==> config.mk <==
export PLATFORM = sky130hd
export DESIGN_NAME = gpio_irq_ctrl
export DESIGN_NICKNAME = d
export VERILOG_FILES = /design/src/rtl/gpio_irq_pkg.sv /design/src/rtl/gpio_in_sync.sv /design/src/rtl/gpio_trig_detect.sv /design/src/rtl/gpio_irq_ctrl.sv
export SDC_FILE = /design/constraint.sdc
export NUM_CORES = 1
export LEC_CHECK = 0
export ABC_AREA = 1
export BUFFER_PORTS_ARGS = -buffer_cell sky130_fd_sc_hd__buf_4
export CAP_MARGIN = 10
export CORE_MARGIN = 8
export CORE_UTILIZATION = 30
export DETAILED_ROUTE_END_ITERATION = 10
export SLEW_MARGIN = 20
export SYNTH_ARGS = -nofsm -noshare
export SYNTH_HDL_FRONTEND = slang
export SYNTH_SLANG_ARGS = --single-unit
==> constraint.sdc <==
create_clock -name clk -period 3.47 [get_ports clk]
set_input_delay 0.1735 -clock clk [delete_from_list [all_inputs] [get_ports clk]]
set_output_delay 0.1735 -clock clk [all_outputs]
set_load 0.01 [all_outputs]
==> src/rtl/gpio_irq_pkg.sv <==
package gpio_irq_pkg;
  localparam int ADDR_W = 8;

  localparam logic [ADDR_W-1:0] OFS_PINS  = 8'h04;
  localparam logic [ADDR_W-1:0] OFS_DIR   = 8'h08;
  localparam logic [ADDR_W-1:0] OFS_SET   = 8'h10;
  localparam logic [ADDR_W-1:0] OFS_CLR   = 8'h14;
  localparam logic [ADDR_W-1:0] OFS_EN    = 8'h20;
  localparam logic [ADDR_W-1:0] OFS_RAW   = 8'h24;
  localparam logic [ADDR_W-1:0] OFS_MSKD  = 8'h28;
  localparam logic [ADDR_W-1:0] OFS_MASK  = 8'h2C;
  localparam logic [ADDR_W-1:0] OFS_ACK   = 8'h30;
  localparam logic [ADDR_W-1:0] OFS_METH  = 8'h34;
  localparam logic [ADDR_W-1:0] OFS_BOTH  = 8'h38;
  localparam logic [ADDR_W-1:0] OFS_POL   = 8'h3C;

  typedef struct packed {
    logic dir;
    logic set;
    logic clr;
    logic en;
    logic mask;
    logic ack;
    logic meth;
    logic both;
    logic pol;
  } wr_sel_t;

  function automatic wr_sel_t decode_wr(input logic [ADDR_W-1:0] a);
    wr_sel_t s;
    s = '0;
    case (a)
      OFS_DIR:  s.dir  = 1'b1;
      OFS_SET:  s.set  = 1'b1;
      OFS_CLR:  s.clr  = 1'b1;
      OFS_EN:   s.en   = 1'b1;
      OFS_MASK: s.mask = 1'b1;
      OFS_ACK:  s.ack  = 1'b1;
      OFS_METH: s.meth = 1'b1;
      OFS_BOTH: s.both = 1'b1;
      OFS_POL:  s.pol  = 1'b1;
      default:  s = '0;
    endcase
    return s;
  endfunction
endpackage

==> src/rtl/gpio_in_sync.sv <==
module gpio_in_sync #(
  parameter int W      = 32,
  parameter int STAGES = 2
) (
  input  logic         clk,
  input  logic         rst_n,
  input  logic [W-1:0] d,
  output logic [W-1:0] q
);
  logic [W-1:0] stg [STAGES];

  always_ff @(posedge clk or negedge rst_n) begin
    if (!rst_n) stg[0] <= '0;
    else        stg[0] <= d;
  end

  for (genvar s = 1; s < STAGES; s++) begin : g_stage
    always_ff @(posedge clk or negedge rst_n) begin
      if (!rst_n) stg[s] <= '0;
      else        stg[s] <= stg[s-1];
    end
  end

  assign q = stg[STAGES-1];
endmodule

==> src/rtl/gpio_trig_detect.sv <==
module gpio_trig_detect #(
  parameter int W = 32
) (
  input  logic         clk,
  input  logic         rst_n,
  input  logic [W-1:0] pin_s,
  input  logic [W-1:0] lvl_mode,
  input  logic [W-1:0] both_edge,
  input  logic [W-1:0] pol,
  input  logic [W-1:0] ack_bits,
  output logic [W-1:0] raw_q,
  output logic [W-1:0] edge_hit,
  output logic [W-1:0] lvl_act
);
  logic [W-1:0] prev_q;

  function automatic logic edge_sel(input logic cur, input logic prv,
                                    input logic both, input logic p);
    logic rise, fall;
    rise = cur & ~prv;
    fall = ~cur & prv;
    if (both) return rise | fall;
    return p ? fall : rise;
  endfunction

  function automatic logic lvl_sel(input logic cur, input logic p);
    return p ? ~cur : cur;
  endfunction

  for (genvar i = 0; i < W; i++) begin : g_pin
    assign edge_hit[i] = edge_sel(pin_s[i], prev_q[i], both_edge[i], pol[i]);
    assign lvl_act[i]  = lvl_sel(pin_s[i], pol[i]);
  end

  always_ff @(posedge clk or negedge rst_n) begin
    if (!rst_n) begin
      prev_q <= '0;
      raw_q  <= '0;
    end else begin
      prev_q <= pin_s;
      raw_q  <= (lvl_mode & lvl_act) |
                (~lvl_mode & (edge_hit | (raw_q & ~ack_bits)));
    end
  end


  edge_latch_chk: assert property (@(posedge clk) disable iff (!rst_n)
    1'b1 |=> ((raw_q & $past(edge_hit & ~lvl_mode)) == $past(edge_hit & ~lvl_mode)));


  edge_hold_chk: assert property (@(posedge clk) disable iff (!rst_n)
    1'b1 |=> ((~raw_q & $past(raw_q & ~lvl_mode & ~ack_bits)) == '0));


  lvl_follow_chk: assert property (@(posedge clk) disable iff (!rst_n)
    1'b1 |=> ((raw_q & $past(lvl_mode)) == $past(lvl_act & lvl_mode)));
endmodule

==> src/rtl/gpio_irq_ctrl.sv <==
module gpio_irq_ctrl
  import gpio_irq_pkg::*;
#(
  parameter int W = 32
) (
  input  logic              clk,
  input  logic              rst_n,
  input  logic              bus_valid,
  input  logic              bus_write,
  input  logic [ADDR_W-1:0] bus_addr,
  input  logic [W-1:0]      bus_wdata,
  output logic [W-1:0]      bus_rdata,
  input  logic [W-1:0]      pin_in,
  output logic [W-1:0]      pin_out,
  output logic [W-1:0]      pin_oe,
  output logic              irq
);
  wr_sel_t      sel;
  logic         rd_req;
  logic [W-1:0] dir_q, out_q, en_q, mask_q, meth_q, both_q, pol_q;
  logic [W-1:0] pin_sync, raw_q, edge_hit, lvl_act, ack_bits, masked;
  logic [W-1:0] rd_val;

  assign sel      = (bus_valid && bus_write) ? decode_wr(bus_addr) : '0;
  assign rd_req   = bus_valid && !bus_write;
  assign ack_bits = sel.ack ? bus_wdata : '0;

  gpio_in_sync #(.W(W), .STAGES(2)) i_sync (
    .clk(clk), .rst_n(rst_n), .d(pin_in), .q(pin_sync)
  );

  gpio_trig_detect #(.W(W)) i_detect (
    .clk(clk), .rst_n(rst_n), .pin_s(pin_sync),
    .lvl_mode(meth_q), .both_edge(both_q), .pol(pol_q),
    .ack_bits(ack_bits), .raw_q(raw_q),
    .edge_hit(edge_hit), .lvl_act(lvl_act)
  );

  always_ff @(posedge clk or negedge rst_n) begin
    if (!rst_n) begin
      dir_q  <= '0;
      out_q  <= '0;
      en_q   <= '0;
      mask_q <= '0;
      meth_q <= '0;
      both_q <= '0;
      pol_q  <= '0;
    end else begin
      if (sel.dir)  dir_q  <= bus_wdata;
      if (sel.en)   en_q   <= bus_wdata;
      if (sel.mask) mask_q <= bus_wdata;
      if (sel.meth) meth_q <= bus_wdata;
      if (sel.both) both_q <= bus_wdata;
      if (sel.pol)  pol_q  <= bus_wdata;
      if (sel.set)      out_q <= out_q | bus_wdata;
      else if (sel.clr) out_q <= out_q & ~bus_wdata;
    end
  end

  assign masked  = raw_q & en_q & ~mask_q;
  assign irq     = |masked;
  assign pin_out = out_q;
  assign pin_oe  = dir_q;

  always_comb begin
    case (bus_addr)
      OFS_PINS: rd_val = pin_sync;
      OFS_DIR:  rd_val = dir_q;
      OFS_SET,
      OFS_CLR:  rd_val = out_q;
      OFS_EN:   rd_val = en_q;
      OFS_RAW:  rd_val = raw_q;
      OFS_MSKD: rd_val = masked;
      OFS_MASK: rd_val = mask_q;
      OFS_METH: rd_val = meth_q;
      OFS_BOTH: rd_val = both_q;
      OFS_POL:  rd_val = pol_q;
      default:  rd_val = '0;
    endcase
  end

  always_ff @(posedge clk or negedge rst_n) begin
    if (!rst_n)      bus_rdata <= '0;
    else if (rd_req) bus_rdata <= rd_val;
  end


  set_port_chk: assert property (@(posedge clk) disable iff (!rst_n)
    sel.set |=> ((pin_out & $past(bus_wdata)) == $past(bus_wdata)));


  clr_port_chk: assert property (@(posedge clk) disable iff (!rst_n)
    sel.clr |=> ((pin_out & $past(bus_wdata)) == '0));


  dir_write_chk: assert property (@(posedge clk) disable iff (!rst_n)
    sel.dir |=> (pin_oe == $past(bus_wdata)));


  irq_source_chk: assert property (@(posedge clk) disable iff (!rst_n)
    irq |-> ((raw_q & en_q & ~mask_q) != '0));
endmodule

==> metrics.txt, run 1 <==
crit path to irq; hold crit path type in2reg; H-tree lvl count 2; Clock transition at path regs 0.06 ns; clock latency on the worst-skew pair 0.58 ns; CTS Buf Count 44; Max Root-Sink Buffers 3; routed len/inst 18.01 um; GRT Util Overall 0.1692; share of cells above drive strength 1 0.1192; Setup Skew 0.02711 ns; Final Hold Vio Count 0; drt pass-1 iters 5; final wirelength 59780 um; Final ANT Viol Nets 0; Tmin final 2.310 ns; count of final setup violators 0; Pwr Density 451.2 nW/um2; Yosys top cell area share 0.5150; met2 usage 0.2658; # Post-CTS Setup Buffers 0; initial antenna violation count 0; Cell variety after synth 30; Max Fanout on Critical Path 3; CORE AREA 61600 um2; Final Cell Area 22780 um2; leakage 11.18 nW; area leader, netlist dfrtp_1; synthesized instance count 2263; Max Cap Violations 0; diode count 0; Die X 265.4 um; Worst EP required 3.30 ns; Seq/Total Area, Yosys 0.5150; nets 2592; vias in the first global route 16240; hpwl dp 38650 um; Mean Syn Cell Area 8.245 um2; async set or reset register ratio after synthesis 1.000; number of flops mapped to enable cells by yosys 0; CP Launch Type register; Syn Nets 2403; top cells by area, synth dfrtp_1, nand2_1, nand3_1; post_cts resized 0; setup ws final 1.160 ns; most numerous cell in the Yosys netlist nand2_1; placed inst area 20780 um2; VDD IR max 0.2916 mV; Setup crit start i_detect.raw_q[0]$_DFF_PN0_; num rows 91; vias per inst 4.850; most instantiated cells after synthesis nand2_1, dfrtp_1, nand3_1; R2R depth 7; die area 70430 um2; post-synthesis instance area 18660 um2; First DRT Iteration DRCs 1315; Sink Count 384; status complete, no violations; crit path kind reg2out; grt peak-use layer met2; final setup TNS 0 ns; max frequency 432.9 MHz; Die H 265.4 um; Slew HR 0.2957; largest net degree at the start of global routing 97; Root Driver clkbuf_16; reg2reg end i_detect.raw_q[22]$_DFF_PN0_; Final Cycle Share 0.6657; gr ovfl total 0; r2r setup slk 2.12 ns; Synth Register Bits 384; P&R area growth vs syn 22.10%; RSZ-0062 raised after global routing no; met3 usage 0.03241; first-pass GRT wire length 94920 um; GPL Wtd Cong 0.8509; Critical R2R Launch i_sync.q[22]$_DFF_PN0_; total number of vias 16100; worst-margin pin slew 1.053 ns; CTS tree done; M1 GR Usage 0.2328; Data arrival, critical path 2.14 ns; Setup crit end kind output port; Starting Density 0.3029; Main synth FF type dfrtp_1; IO buf count 172; DRC 0; fin. max-slew vios 0; Place WS 1.018 ns; Top Ports 173; Yosys warnings 0
[repair_timing]
item / CTS / global route
hold buffers: 55 / 0
endpoints found under the hold margin: 228 / 0
setup endpoints to repair: 0 / 0
[flip-flops by register name, summed over array words and instances, names as in the netlist, named ones only]
name	cells
both_q	32
bus_rdata	32
en_q	32
i_detect.prev_q	32
i_detect.raw_q	32
i_sync.q	32
i_sync.stg	32
mask_q	32
meth_q	32
pin_oe	32
pol_q	32
[worst max-delay path: stages (launching register included)]
cell,delay (ns)
dfrtp_1,0.40
nand2_1,0.07
nor2_1,0.05
a21oi_1,0.22
nand3_1,0.18
nor3_1,0.25
nand3_1,0.19
buf_4,0.19
[layer usage]
metal / share of wire / vias up
met1: 0.45 / 7704
met3: 0.072 / 118
met5: 0 / -
met2: 0.45 / 567
li1: - / 7712
met4: 0.031 / 0
[placed cells by master, fill, tap and decap left out, types with 9 or more instances in the layout]
| master | synthesis | layout |
|---|---|---|
| dlygate4sd3_1 | 0 | 55 |
| clkbuf_1 | 26 | 10 |
| ha_1 | 64 | 64 |
| inv_1 | 202 | 201 |
| buf_4 | 6 | 190 |
| nand2_1 | 502 | 500 |
| a21oi_1 | 32 | 32 |
| o21ai_1 | 202 | 202 |
| xnor2_1 | 32 | 32 |
| nor2_4 | 5 | 9 |
| clkbuf_16 | 0 | 45 |
| nand3b_1 | 27 | 27 |
| nor2_1 | 265 | 264 |
| a22oi_1 | 32 | 32 |
| o21ai_0 | 86 | 86 |
| nand3_1 | 291 | 290 |
| dfrtp_1 | 384 | 384 |
[worst min path at each step]
stage | start | end | slack (ns) | depth (start not counted)
after floorplan | rst_n | asynchronous set/reset pin | -0.12 | 0
after global placement | pin_in[28] | i_sync.stg[60]$_DFF_PN0_ | 0.28 | 1
after detailed placement | rst_n | i_sync.stg[61]$_DFF_PN0_ | 0.28 | 1
after CTS | bus_wdata[9] | meth_q[9]$_DFFE_PN0P_ | 0.002 | 3
after global routing | bus_wdata[9] | meth_q[9]$_DFFE_PN0P_ | 0.03 | 3
final | bus_wdata[2] | both_q[2]$_DFFE_PN0P_ | 0.02 | 3
[cell families (layout without fill, tap and decap cells)]
family          Yosys count  after routing  synth area share
simple gates           1110           1110            0.2551
buf+inv                 317            537           0.07161
xor+xnor                 32             32           0.01502
compound gates          356            356            0.1004
flops                   384            384            0.5150
fa+ha+maj                64             64           0.04292
[area by class of cell]
class | count | area, um2
Clock buffer | 62 | 1260
Clock inverter | 15 | 188.9
Fill cell | 6247 | 38810
Inverter | 207 | 777.0
Multi-Input combinational cell | 1562 | 7769
Sequential cell | 384 | 9609
Tap cell | 837 | 1047
Timing Repair Buffer | 253 | 2132
[through the flow]
| step | utilization | std cells | hold slack [ns] | power (mW) |
|---|---|---|---|---|
| finish | 0.3699 | 3320 | 0.01861 | 10.28 |
| global route | 0.3699 | 3320 | 0.02587 | 10.67 |
| CTS | 0.3699 | 3320 | 0.002353 | 10.41 |
| detailed placement | 0.3374 | 3188 | 0.2798 | 5.616 |
| global placement | 0.3374 | 3188 | 0.2836 | 5.593 |
| floorplan | - | 2263 | -0.1221 | 5.185 |
[report_power, final]
part | switching, mW | internal (mW) | total (mW)
sequential | 0.155 | 4.64 | 4.79
clock | 1.88 | 2.82 | 4.70
combinational | 0.481 | 0.301 | 0.783
No activity file was read; power rests on OpenSTA's default activity.
==> run 2: changes to the inputs <==
==> constraint.sdc (replaced) <==
create_clock -name clk -period 2.1 [get_ports clk]
set_input_delay 0.105 -clock clk [delete_from_list [all_inputs] [get_ports clk]]
set_output_delay 0.105 -clock clk [all_outputs]
set_load 0.01 [all_outputs]
==> run 2 against run 1 <==
The flow now finishes with violations (negative setup slack). Highest routed layer unchanged. Core utilization rose by 0.73 points. Die area did not move. Worst setup slack got worse by 1.2 ns. Via count rose by 1.8%. Sequential share of layout area fell by 0.82 points. Combinational power rose by 76%. First-iteration DRC count fell by 10%. Critical path depth did not move.
==> metrics.txt, run 2 (synthesis results as in run 1) <==
status finished with violations; failing checks negative setup slack; gr ovfl total 0; RSZ-0062 raised after global routing yes; drt pass-1 iters 5; Max Fanout on Critical Path 2; Data arrival, critical path 2.05 ns; Finished Layout Cells 3366; largest net degree at the start of global routing 74; first-pass GRT wire length 96570 um; diode count 0; Setup Skew 0.02405 ns; Max Cap Violations 0; GRT Util Overall 0.1727; Root Driver clkbuf_16; CP Launch Type register; Power Total 16.82 mW; Final ANT Viol Nets 0; Sink Count 384; Top Ports 173; final wirelength 61630 um; fillers 6227; First DRT Iteration DRCs 1179; P&R area growth vs syn 24.52%; DRC 0; GPL Wtd Cong 0.8406; clock latency on the worst-skew pair 0.57 ns; nets 2637; Die H 265.4 um; commonest non-fill, non-tap cell in the layout nand2_1; Tmin final 2.157 ns; worst path cell trace nand3b_1 -> nand2_1 -> nor2_1 -> nand4_1 -> nor2_1 -> nand3_2 -> buf_6; vias per inst 4.868; routed len/inst 18.31 um; max frequency 463.7 MHz; Setup crit end kind output port; final setup TNS -0.05656 ns; Max stage delay on crit path 0.39 ns; Slowest cell on crit path dfrtp_1; share of cells above drive strength 1 0.1336; CP most frequent cell nor2_1; Inst Count DP 3214; hpwl dp 40600 um; initial antenna violation count 0; Slew HR 0.5103; worst-margin pin slew 0.7335 ns; num rows 91; Pwr Density 724.0 nW/um2; hold crit path type in2async; Worst EP required 2.00 ns; worst hold margin 0.07930 ns; fin. max-slew vios 0; vias in the first global route 16470; Final Hold Vio Count 0; die area 70430 um2; total number of vias 16390; H-tree lvl count 2; count of final setup violators 1; setup ws final -0.05656 ns; commonest non-fill, non-tap cells in the layout nand2_1, dfrtp_1, nand3_1, nor2_1, buf_4; Max Root-Sink Buffers 3; CORE AREA 61600 um2; crit path kind reg2out; Starting Density 0.3029; Clock transition at path regs 0.05 ns; CTS Buf Count 43; IO buf count 172; VDD IR max 0.4095 mV; leakage 11.42 nW; Final Cycle Share 1.027; CTS tree done; Die X 265.4 um
==> run 2: final cells by class <==
class	count	area, um2	area share
Sequential cell	384	9609	0.4136
Multi-Input combinational cell	1562	7780	0.3348
Timing Repair Buffer	299	2609	0.1123
Clock buffer	68	1360	0.05854
Tap cell	837	1047	0.04507
Inverter	207	777.0	0.03344
Clock inverter	9	52.55	0.002262
==> run 2: per-stage QoR <==
| stage | util | setup slack (ns) | area, um2 |
|---|---|---|---|
| after floorplan | - | 0.8925 | 18660 |
| after global placement | 0.3422 | 0.3791 | 21080 |
| after detailed placement | 0.3422 | 0.3623 | 21080 |
| after CTS | 0.3767 | -0.05202 | 23200 |
| after global routing | 0.3772 | -0.06747 | 23230 |
| final | 0.3772 | -0.05656 | 23230 |
==> run 2: routing by layer <==
metal | vias up | global-route usage | wire length [um]
met5 | - | 0 | 0
met4 | 0 | 0.05173 | 1682
met3 | 98 | 0.03888 | 4772
met2 | 549 | 0.2772 | 28170
met1 | 7918 | 0.2315 | 27000
li1 | 7822 | - | -
==> run 2: power by group <==
part / total, mW / switching (mW) / internal [mW]
registers: 7.92 / 0.256 / 7.67
logic: 1.38 / 0.827 / 0.549
clock network: 7.52 / 3.10 / 4.43
==> run 2: final timing paths <==
| path | from | to | slack (ns) | cells after the start |
|---|---|---|---|---|
| max | en_q[5]$_DFFE_PN0P_ | irq | -0.06 | 7 |
| min | rst_n | i_sync.stg[61]$_DFF_PN0_ | 0.08 | 2 |
| max reg2reg | i_sync.q[20]$_DFF_PN0_ | i_detect.raw_q[20]$_DFF_PN0_ | 0.71 | 7 |
| min reg2reg | i_sync.stg[60]$_DFF_PN0_ | i_sync.q[28]$_DFF_PN0_ | 0.34 | 0 |
| max in group asynchronous | rst_n | meth_q[22]$_DFFE_PN0P_ | 1.17 | 3 |
| min in group clk | pin_in[4] | i_sync.stg[36]$_DFF_PN0_ | 0.19 | 2 |
==> run 2: critical path, delay by kind of cell, from the launching register on <==
| kind | cells | cell delay (ns) |
|---|---|---|
| simple gates | 6 | 0.95 |
| flops | 1 | 0.39 |
| buf+inv | 1 | 0.14 |
==> run 2: what timing repair did <==
| item | CTS | global route |
|---|---|---|
| endpoints found under the setup margin | 1 | 1 |
| hold buffers | 66 | 0 |
| buffers inserted | 6 | 3 |
| gates resized for setup | 2 | 2 |
| pin swaps | 4 | 6 |
| endpoints found under the hold margin | 376 | 0 |
